[src/rtl/utx_pkg.sv]
package utx_pkg;

  typedef enum logic {
    MODE_CELL = 1'b0,
    MODE_BYTE = 1'b1
  } utx_mode_e;

  localparam int unsigned UTX_DEF_CH    = 3;
  localparam int unsigned UTX_DEF_DW    = 8;
  localparam int unsigned UTX_DEF_CELL  = 53;
  localparam int unsigned UTX_DEF_SLOTS = 2;

endpackage

[src/rtl/utx_cell_ram.sv]
module utx_cell_ram #(
  parameter int DW    = 8,
  parameter int DEPTH = 106,
  parameter int AW    = 7
) (
  input  logic          clk,
  input  logic          we,
  input  logic [AW-1:0] waddr,
  input  logic [DW-1:0] wdata,
  input  logic          re,
  input  logic [AW-1:0] raddr,
  output logic [DW-1:0] rdata
);

  logic [DW-1:0] mem [DEPTH];

  always_ff @(posedge clk) begin
    if (we) mem[waddr] <= wdata;
  end

  always_ff @(posedge clk) begin
    if (re) rdata <= mem[raddr];
  end

endmodule

[src/rtl/utx_chan_ctrl.sv]
module utx_chan_ctrl
  import utx_pkg::*;
#(
  parameter int DW         = 8,
  parameter int CELL_BYTES = 53,
  parameter int CELLS      = 2
) (
  input  logic          clk,
  input  logic          rst,
  input  utx_mode_e     mode,
  input  logic          take,
  input  logic          soc,
  input  logic [DW-1:0] data,
  input  logic          par,
  input  logic          rd_en,
  output logic          clav,
  output logic          cell_rdy,
  output logic          cell_err,
  output logic          par_err,
  output logic [DW-1:0] rd_data,
  output logic          rd_vld,
  output logic          rd_last
);

  localparam int BC_W   = (CELL_BYTES > 1) ? $clog2(CELL_BYTES) : 1;
  localparam int SLOT_W = (CELLS > 1) ? $clog2(CELLS) : 1;
  localparam int CNT_W  = $clog2(CELLS + 1);
  localparam int DEPTH  = CELLS * CELL_BYTES;
  localparam int AW     = (DEPTH > 1) ? $clog2(DEPTH) : 1;
  localparam logic [BC_W-1:0]   LAST_B  = BC_W'(CELL_BYTES - 1);
  localparam logic [SLOT_W-1:0] LAST_S  = SLOT_W'(CELLS - 1);
  localparam logic [CNT_W-1:0]  CELLS_C = CNT_W'(CELLS);

  function automatic logic [AW-1:0] addr_of(input logic [SLOT_W-1:0] s,
                                            input logic [BC_W-1:0]   b);
    return AW'(s) * AW'(CELL_BYTES) + AW'(b);
  endfunction

  function automatic logic [SLOT_W-1:0] next_slot(input logic [SLOT_W-1:0] s);
    return (s == LAST_S) ? '0 : s + SLOT_W'(1);
  endfunction

  // write side state
  logic              in_cell_q, in_cell_d;
  logic [BC_W-1:0]   wbyte_q, wbyte_d;
  logic [SLOT_W-1:0] wslot_q, wslot_d;
  // read side state
  logic [BC_W-1:0]   rbyte_q, rbyte_d;
  logic [SLOT_W-1:0] rslot_q, rslot_d;
  logic [CNT_W-1:0]  stored_q, stored_d;
  // registered outputs
  logic clav_q, clav_d, err_q, err_d, perr_q, perr_d, vld_q, last_q;

  logic            accept, has_free, we, commit, rd_go, release_slot;
  logic [BC_W-1:0] wpos;

  assign has_free = stored_q < CELLS_C;
  assign accept   = take & ((mode == MODE_CELL) | clav_q);

  always_comb begin
    in_cell_d = in_cell_q;
    wbyte_d   = wbyte_q;
    wslot_d   = wslot_q;
    err_d     = 1'b0;
    we        = 1'b0;
    wpos      = wbyte_q;
    commit    = 1'b0;
    if (accept) begin
      if (soc) begin
        err_d = in_cell_q | ~has_free;
        if (has_free) begin
          we        = 1'b1;
          wpos      = '0;
          in_cell_d = 1'b1;
          wbyte_d   = BC_W'(1);
        end else begin
          in_cell_d = 1'b0;
          wbyte_d   = '0;
        end
      end else if (in_cell_q) begin
        we = 1'b1;
        if (wbyte_q == LAST_B) begin
          commit    = 1'b1;
          in_cell_d = 1'b0;
          wbyte_d   = '0;
          wslot_d   = next_slot(wslot_q);
        end else begin
          wbyte_d = wbyte_q + BC_W'(1);
        end
      end else begin
        err_d = 1'b1;
      end
    end
  end

  assign rd_go        = rd_en & (stored_q != '0);
  assign release_slot = rd_go & (rbyte_q == LAST_B);

  always_comb begin
    rbyte_d = rbyte_q;
    rslot_d = rslot_q;
    if (rd_go) begin
      if (release_slot) begin
        rbyte_d = '0;
        rslot_d = next_slot(rslot_q);
      end else begin
        rbyte_d = rbyte_q + BC_W'(1);
      end
    end
    stored_d = stored_q + CNT_W'(commit) - CNT_W'(release_slot);
  end

  always_comb begin
    if (mode == MODE_BYTE) begin
      clav_d = in_cell_q | has_free;
    end else begin
      clav_d = ({1'b0, stored_q} + (CNT_W+1)'(in_cell_q)) < (CNT_W+1)'(CELLS);
    end
    perr_d = perr_q | (we & ~(^{data, par}));
  end

  always_ff @(posedge clk) begin
    if (rst) begin
      in_cell_q <= 1'b0;
      wbyte_q   <= '0;
      wslot_q   <= '0;
      rbyte_q   <= '0;
      rslot_q   <= '0;
      stored_q  <= '0;
      clav_q    <= 1'b0;
      err_q     <= 1'b0;
      perr_q    <= 1'b0;
      vld_q     <= 1'b0;
      last_q    <= 1'b0;
    end else begin
      in_cell_q <= in_cell_d;
      wbyte_q   <= wbyte_d;
      wslot_q   <= wslot_d;
      rbyte_q   <= rbyte_d;
      rslot_q   <= rslot_d;
      stored_q  <= stored_d;
      clav_q    <= clav_d;
      err_q     <= err_d;
      perr_q    <= perr_d;
      vld_q     <= rd_go;
      last_q    <= release_slot;
    end
  end

  utx_cell_ram #(
    .DW   (DW),
    .DEPTH(DEPTH),
    .AW   (AW)
  ) ram_i (
    .clk  (clk),
    .we   (we),
    .waddr(addr_of(wslot_q, wpos)),
    .wdata(data),
    .re   (rd_go),
    .raddr(addr_of(rslot_q, rbyte_q)),
    .rdata(rd_data)
  );

  assign clav     = clav_q;
  assign cell_rdy = stored_q != '0;
  assign cell_err = err_q;
  assign par_err  = perr_q;
  assign rd_vld   = vld_q;
  assign rd_last  = last_q;

endmodule

[src/rtl/utx_cell_sink.sv]
module utx_cell_sink
  import utx_pkg::*;
#(
  parameter int NUM_CH     = UTX_DEF_CH,
  parameter int DW         = UTX_DEF_DW,
  parameter int CELL_BYTES = UTX_DEF_CELL,
  parameter int CELLS      = UTX_DEF_SLOTS
) (
  input  logic                 clk,
  input  logic                 rst,
  input  logic                 cfg_we,
  input  logic                 cfg_mode,
  input  logic [NUM_CH-1:0]    tx_en,
  input  logic [DW-1:0]        tx_data,
  input  logic                 tx_par,
  input  logic                 tx_soc,
  output logic [NUM_CH-1:0]    tx_clav,
  output logic [NUM_CH-1:0]    cell_rdy,
  input  logic [NUM_CH-1:0]    rd_en,
  output logic [NUM_CH*DW-1:0] rd_data,
  output logic [NUM_CH-1:0]    rd_vld,
  output logic [NUM_CH-1:0]    rd_last,
  output logic [NUM_CH-1:0]    cell_err,
  output logic [NUM_CH-1:0]    par_err,
  output logic                 proto_err
);

  localparam int EC_W = $clog2(NUM_CH + 1);

  utx_mode_e mode_q;
  logic      multi, proto_q;
  logic [EC_W-1:0] en_cnt;

  always_comb begin
    en_cnt = '0;
    for (int i = 0; i < NUM_CH; i++) en_cnt = en_cnt + EC_W'(tx_en[i]);
    multi = en_cnt > EC_W'(1);
  end

  always_ff @(posedge clk) begin
    if (rst) begin
      mode_q  <= MODE_CELL;
      proto_q <= 1'b0;
    end else begin
      if (cfg_we) mode_q <= utx_mode_e'(cfg_mode);
      proto_q <= multi;
    end
  end

  assign proto_err = proto_q;

  for (genvar c = 0; c < NUM_CH; c++) begin : g_ch
    utx_chan_ctrl #(
      .DW        (DW),
      .CELL_BYTES(CELL_BYTES),
      .CELLS     (CELLS)
    ) chan_i (
      .clk     (clk),
      .rst     (rst),
      .mode    (mode_q),
      .take    (tx_en[c] & ~multi),
      .soc     (tx_soc),
      .data    (tx_data),
      .par     (tx_par),
      .rd_en   (rd_en[c]),
      .clav    (tx_clav[c]),
      .cell_rdy(cell_rdy[c]),
      .cell_err(cell_err[c]),
      .par_err (par_err[c]),
      .rd_data (rd_data[c*DW +: DW]),
      .rd_vld  (rd_vld[c]),
      .rd_last (rd_last[c])
    );
  end

endmodule

[config.mk]
export PLATFORM = sky130hd
export DESIGN_NAME = utx_cell_sink
export DESIGN_NICKNAME = d
export VERILOG_FILES = /design/src/rtl/utx_pkg.sv /design/src/rtl/utx_cell_ram.sv /design/src/rtl/utx_chan_ctrl.sv /design/src/rtl/utx_cell_sink.sv
export SDC_FILE = /design/constraint.sdc
export NUM_CORES = 2
export LEC_CHECK = 0
export ABC_AREA = 0
export BUFFER_PORTS_ARGS = -buffer_cell sky130_fd_sc_hd__buf_2
export CORE_MARGIN = 3
export CORE_UTILIZATION = 40
export DETAILED_ROUTE_END_ITERATION = 16
export PLACE_DENSITY = 0.65
export SLEW_MARGIN = 5
export SYNTH_ARGS = -nofsm -noshare
export SYNTH_HDL_FRONTEND = slang
export SYNTH_HIERARCHICAL = 1
export SYNTH_SLANG_ARGS = --single-unit
[constraint.sdc]
create_clock -name clk -period 5.4 [get_ports clk]
set_input_delay 0.54 -clock clk [delete_from_list [all_inputs] [get_ports clk]]
set_output_delay 0.54 -clock clk [all_outputs]
set_load 0.02 [all_outputs]
# After elaboration in Yosys (flattened, before gate mapping)

Memories as Yosys holds them, arrays and structs flattened. A register that Yosys moved wholly into a read port is not among the register bits.
Cells that the tools add are included.

Output and inout port bits: 43
RAM bits: 2544
Bits of input ports: 20
Bits in registers: 68
Memories: 3
Logic and storage cells: 220

Memory list:

| name                     | depth | bits a word | read ports | clocked after memory_dff | write ports | RTL line           | RTL |
|---|---|---|---|---|---|---|---|
| g_ch[0].chan_i.ram_i.mem | 106   | 8           | 1          | 1                        | 1           | utx_cell_ram.sv:15 | `logic [DW-1:0] mem [DEPTH];` |
| g_ch[1].chan_i.ram_i.mem | 106   | 8           | 1          | 1                        | 1           | utx_cell_ram.sv:15 |  |
| g_ch[2].chan_i.ram_i.mem | 106   | 8           | 1          | 1                        | 1           | utx_cell_ram.sv:15 |  |

Equal/unequal tests: 6
Reductions and logical operators: 19
$mul: 6
Bitwise logic cells: 37
Order comparisons: 7
Add/subtract/negate cells: 29
Mux-type cells: 78

Operators with widths:

| operator                                                                        | number |
|---|---|
| 6-bit 2-to-1 mux                                                                | 21 |
| 1-bit 2-to-1 mux                                                                | 57 |
| 7-bit by 6-bit adder with 7-bit output                                          | 6 |
| 1-bit by 6-bit multiplier with 7-bit output, second input constant              | 6 |
| 6-bit by 1-bit adder with 6-bit output, second input constant                   | 6 |
| 6-bit equality test, second input constant                                      | 6 |
| 1-bit bitwise AND                                                               | 15 |
| 1-bit bitwise OR                                                                | 12 |
| 2-bit AND reduction                                                             | 6 |
| 4-bit AND reduction                                                             | 3 |
| 2-bit nonzero test                                                              | 6 |
| 1-bit inverter                                                                  | 10 |
| 2-bit by 1-bit adder with 3-bit output                                          | 3 |
| 3-bit by 2-bit < comparator with 1-bit output, second input constant            | 3 |
| 9-bit parity                                                                    | 1 |
| 2-bit by 1-bit adder with 2-bit output                                          | 4 |
| 1-bit adder, second input constant                                              | 6 |
| 2-bit < comparator, second input constant                                       | 3 |
| 2-bit OR reduction                                                              | 3 |
| 2-bit by 1-bit subtractor with 2-bit output                                     | 3 |
| 1-bit by 1-bit adder with 2-bit output                                          | 1 |
| 2-bit by 1-bit greater-than comparator with 1-bit output, second input constant | 1 |

# Logic depth before layout (Yosys ltp)

Word-level depth: 9
Depth in mapped cells: 15
Mapped depth without buffers: 14

# By module

The synthesis kept the hierarchy.

By module, submodules not included:

| module                          | sequential area each (um^2) | instances | cells each | area an instance (um^2) |
|---|---|---|---|---|
| utx_cell_ram                    | 25704.7                     | 3         | 1564       | 33279.4 |
| utx_chan_ctrl at g_ch[2].chan_i | 440.4                       | 1         | 180        | 1515.2 |
| utx_chan_ctrl at g_ch[0].chan_i | 440.4                       | 1         | 176        | 1511.4 |
| utx_chan_ctrl at g_ch[1].chan_i | 440.4                       | 1         | 179        | 1511.4 |
| utx_cell_sink                   | 40.0                        | 1         | 10         | 98.8 |

# Worst setup path before layout

No wires, ideal clock.

Path type: in2reg
Start: input port tx_en[0]
End: memory g_ch[1].chan_i.ram_i.mem[58][0] (enable)
Data required time: 5.017 ns
Stages: 13
Arrival: 4.030 ns
Path buffers: 1
Library setup time: 0.383 ns
Path slack: 0.987 ns
Cells stage by stage: ha_1 -> nor3b_1 -> nand4b_1 -> buf_2 -> and2_1 -> ha_1 -> a31o_2 -> a41oi_1 -> xnor2_1 -> nor2b_1 -> and3_1 -> nand3_1 -> nor3_1

Cells in the longest elaborated chain, start to end: 9
Elaborated cells between the ends (all ways): 11
Those cells by class: add/sub (3); order compare (1); mux (4); bitwise (3)

RTL lines:

| what                                                                           | RTL line            | RTL |
|---|---|---|
| start: declaration                                                             | utx_cell_sink.sv:13 | `input logic [NUM_CH-1:0] tx_en,` |
| 1-bit by 1-bit adder with 2-bit output *                                       | utx_cell_sink.sv:36 | `for (int i = 0; i < NUM_CH; i++) en_cnt = en_cnt + EC_W'(tx_en[i]);` |
| 2-bit by 1-bit adder with 2-bit output *                                       | utx_cell_sink.sv:36 |  |
| 2-bit by 1-bit greater-than comparator with 1-bit output *                     | utx_cell_sink.sv:37 | `multi = en_cnt > EC_W'(1);` |
| 1-bit inverter *                                                               | utx_cell_sink.sv:61 | `.take (tx_en[c] & ~multi),` |
| 1-bit bitwise AND *                                                            | utx_cell_sink.sv:61 |  |
| 1-bit bitwise AND *                                                            | utx_chan_ctrl.sv:58 | `assign accept = take & ((mode == MODE_CELL) \| clav_q);` |
| branches (longest 3 deep; another with 7-bit by 6-bit adder with 7-bit output) | -                   |  |
| end: declaration                                                               | utx_cell_ram.sv:15  |  |

Mark *: on every way between the ends.

# Final worst setup path

Start: register g_ch[1].chan_i.clav_q
End: memory g_ch[1].chan_i.ram_i.mem[49][1] (enable)

Cells in the longest elaborated chain, start to end: 5
Elaborated cells between the ends (all ways): 7
Those cells by class: add/sub (1); mux (4); bitwise (2)

RTL lines:

| what                                                                           | RTL line             | RTL |
|---|---|---|
| start: declaration                                                             | utx_chan_ctrl.sv:52  | `logic clav_q, clav_d, err_q, err_d, perr_q, perr_d, vld_q, last_q;` |
| start signal: assignment                                                       | utx_chan_ctrl.sv:142 | `clav_q <= clav_d;` |
| 1-bit bitwise OR *                                                             | utx_chan_ctrl.sv:58  |  |
| 1-bit bitwise AND *                                                            | utx_chan_ctrl.sv:58  |  |
| branches (longest 3 deep; another with 7-bit by 6-bit adder with 7-bit output) | -                    |  |

Marked as above.

==> summary.txt <==
Clocking
  • Htree depth: 5
  • Bufs on Longest Clock Path: 4
  • CTS Buf Count: 287
  • TritonCTS clock tree: done
  • Reg clk slew, reported paths: 60 ps
  • Root Driver: clkbuf_16
  • Clock sink count: 2636
  • Clock Latency Late Sink: ~940 ps

GRT
  • Largest net degree at the start of global routing: 187
  • Tot GR Track Use: 0.186
  • Global-route wire length before repair: 368000 um
  • Number of antenna violations at the first check in global routing: 12
  • Overflow after GRT: 0
  • Vias in the first global route: 53300

Floorplan
  • # rows: 186
  • Die Area: 267000 um^2
  • Die height: 517 um
  • Area of the core: 258000 um^2
  • Die Width: 517 um
  • Starting Density: 0.404
  • IO Count: 63

Timing
  • Setup violators final: 0
  • Hold WS: 62.2 ps
  • Slew Limit Fails: 0
  • Least-Margin Pin Slew: 1310 ps
  • Period minus WS final: 4680 ps
  • Post-Route Setup TNS: 0 ps
  • Final hold viol count: 0
  • Clock Skews: around 76 ps
  • Tcrit/Tclk final: 0.867
  • Slew margin rel.: 0.127
  • RSZ-0062 raised after global routing: false
  • FMAX: around 210 MHz

Placed design
  • IO Port Bufs: 62
  • Post-DP HPWL: 154000 um
  • Gpl congestion: 0.873

Cells and area
  • Layout fillers: 21300
  • Multi-input logic area: 24600 um^2
  • FF+latch area: 78500 um^2
  • Share of layout cells above drive strength 1: 0.241
  • Fin nets: 5686
  • Area Overhead vs Synth: 14.1%

Setup path
  • Crit start category: register
  • CP arrival: 5180 ps
  • CP Class: reg2reg
  • Worst EP required: about 5900 ps
  • Worst-path fanout max: 13
  • Worst Setup End Kind: register

Routing
  • Routed length per instance: 27.1 um
  • Antenna Violating Nets Remaining: 0
  • Drt via density: 5.73
  • Starting DRT DRC Count: 6307
  • Initial DRT Pass Iterations: 6
  • Routed WL: 249000 um
  • Via count: 52700
  • DRC: 0

Yosys
  • #FFs+latches synth: 2636
  • Most frequent cell after synthesis: edfxtp_1
  • Sequential share of the synthesized area: 0.751
  • Commonest cells in the netlist: 2568 x edfxtp_1, 591 x mux4_2, 396 x nor2_1, 220 x mux2i_1, 169 x nand2_1
  • Mapped Area: roughly 100000 um^2
  • Syn Inst Count: 5237
  • Synth Flop Type: edfxtp_1
  • Netlist cell types: 74
  • Synth Warn #: 6
  • Syn Nets: 5306
  • Mean Syn Cell Area: 19.9 um^2
  • Async SR Flop Fraction: 0
  • Synth area leader: edfxtp_1
  • Post-synth EDFFs: 2568
  • Synth area leaders: edfxtp_1 74%, mux4_2 13%, mux2i_1 2.1%
  • Synth top area share: 0.738

Power and ir drop
  • Power per cell area: 347 nW/um^2
  • Pleak: 0.0361 uW
  • Max VDD drop: 0.000264 V

Run
  • MaxCap Viol Count: 0

Status
  • Status: completed

Worst hold path
  • Worst Hold Class: in2reg
sequential cells by signal, summed over array words and instances (netlist names):
signal	cells
g_ch.chan_i/cell_err	3
g_ch.chan_i/clav	3
g_ch.chan_i/in_cell_q	3
g_ch.chan_i/par_err	3
g_ch.chan_i/ram_i/mem	2544
g_ch.chan_i/ram_i/rdata	24
g_ch.chan_i/rbyte_q	18
g_ch.chan_i/rd_last	3
g_ch.chan_i/rd_vld	3
g_ch.chan_i/rslot_q	3
g_ch.chan_i/stored_q	6
g_ch.chan_i/wbyte_q	18
g_ch.chan_i/wslot_q	3
mode_q	1
proto_err	1
power breakdown:
group	switching, uW	internal [uW]
Sequential	17.6	22400
Clock	7550	10800
Combinational	493	99.7
Total	8060	33300
layer usage:
layer | vias up | global-route usage | share of wire
met3 | 420 | 0.0367 | 0.080
met5 | - | 0 | 0
met2 | 2351 | 0.296 | 0.48
met1 | 27600 | 0.260 | 0.41
li1 | 22400 | - | -
met4 | 0 | 0.0552 | 0.030
cell families after synthesis:
group	share of synthesized area
flops	0.751
simple gates	0.0402
mux	0.151
compound gates	0.0318
buf+inv	0.0152
fa+ha+maj	0.00587
xor+xnor	0.00442
path summary, 6_finish.rpt:
check | startpoint | to | slack [ps] | cells past startpoint
setup / recovery | g_ch[1].chan_i/clav | g_ch[1].chan_i/ram_i/mem[49][1] | 720 | 10
hold reg to reg | g_ch[0].chan_i/wbyte_q[5] | g_ch[0].chan_i/wbyte_q[5] | 520 | 1
setup reg to reg | g_ch[1].chan_i/clav | g_ch[1].chan_i/ram_i/mem[49][1] | 720 | 10
hold / removal | tx_data[4] | g_ch[2].chan_i/ram_i/mem[6][4] | 60 | 1
repair_timing:
item	CTS	global route
gates resized for setup	0	0
setup buffers	0	0
hold buffers	4	0
hold endpoints to repair	3	0
metrics by stage:
| step | setup WS [ps] | util | instances | instance area [um^2] | total power, uW |
|---|---|---|---|---|---|
| floorplan | 987 | - | 5237 | 104000 | 23000 |
| global placement | 307 | 0.428 | 8708 | 111000 | 23500 |
| detailed placement | 255 | 0.428 | 8708 | 111000 | 23500 |
| CTS | 731 | 0.462 | 9193 | 119000 | 41800 |
| global route | 427 | 0.462 | 9195 | 119000 | 42600 |
| finish | 718 | 0.462 | 9196 | 119000 | 41400 |
critical path, cell delays in order (launching register included):
cell and delay (ps):
dfxtp_1 540, nand2b_1 310, nand4b_1 540, and2_1 390, ha_1 200, ha_1 230
xor2_1 140, buf_4 170, nor2b_1 190, nand2_1 650, nor2_1 890
final cells by class:
| type | instances | share of cell area |
|---|---|---|
| inverters | 29 | 0.000913 |
| flip-flops and latches | 2636 | 0.658 |
| diodes | 3 | 0.0000630 |
| clock buffers | 352 | 0.0642 |
| multi-input cells | 2289 | 0.206 |
| well taps | 3384 | 0.0355 |
| repair buffers | 374 | 0.0262 |
| clock inverters | 129 | 0.00855 |
cell usage in the layout (no fill, tap or decap), types with 63 or more instances in the layout:
cell type     n
clkbuf_16   297
nand2_1     169
a22oi_1     126
buf_4       279
nand3_1      63
mux2i_1     220
mux4_2      591
edfxtp_1   2568
clkinv_1     63
dfxtp_1      68
a21oi_1      85
nor2_1      396
Note: power is estimated with default switching activity, not from simulation.
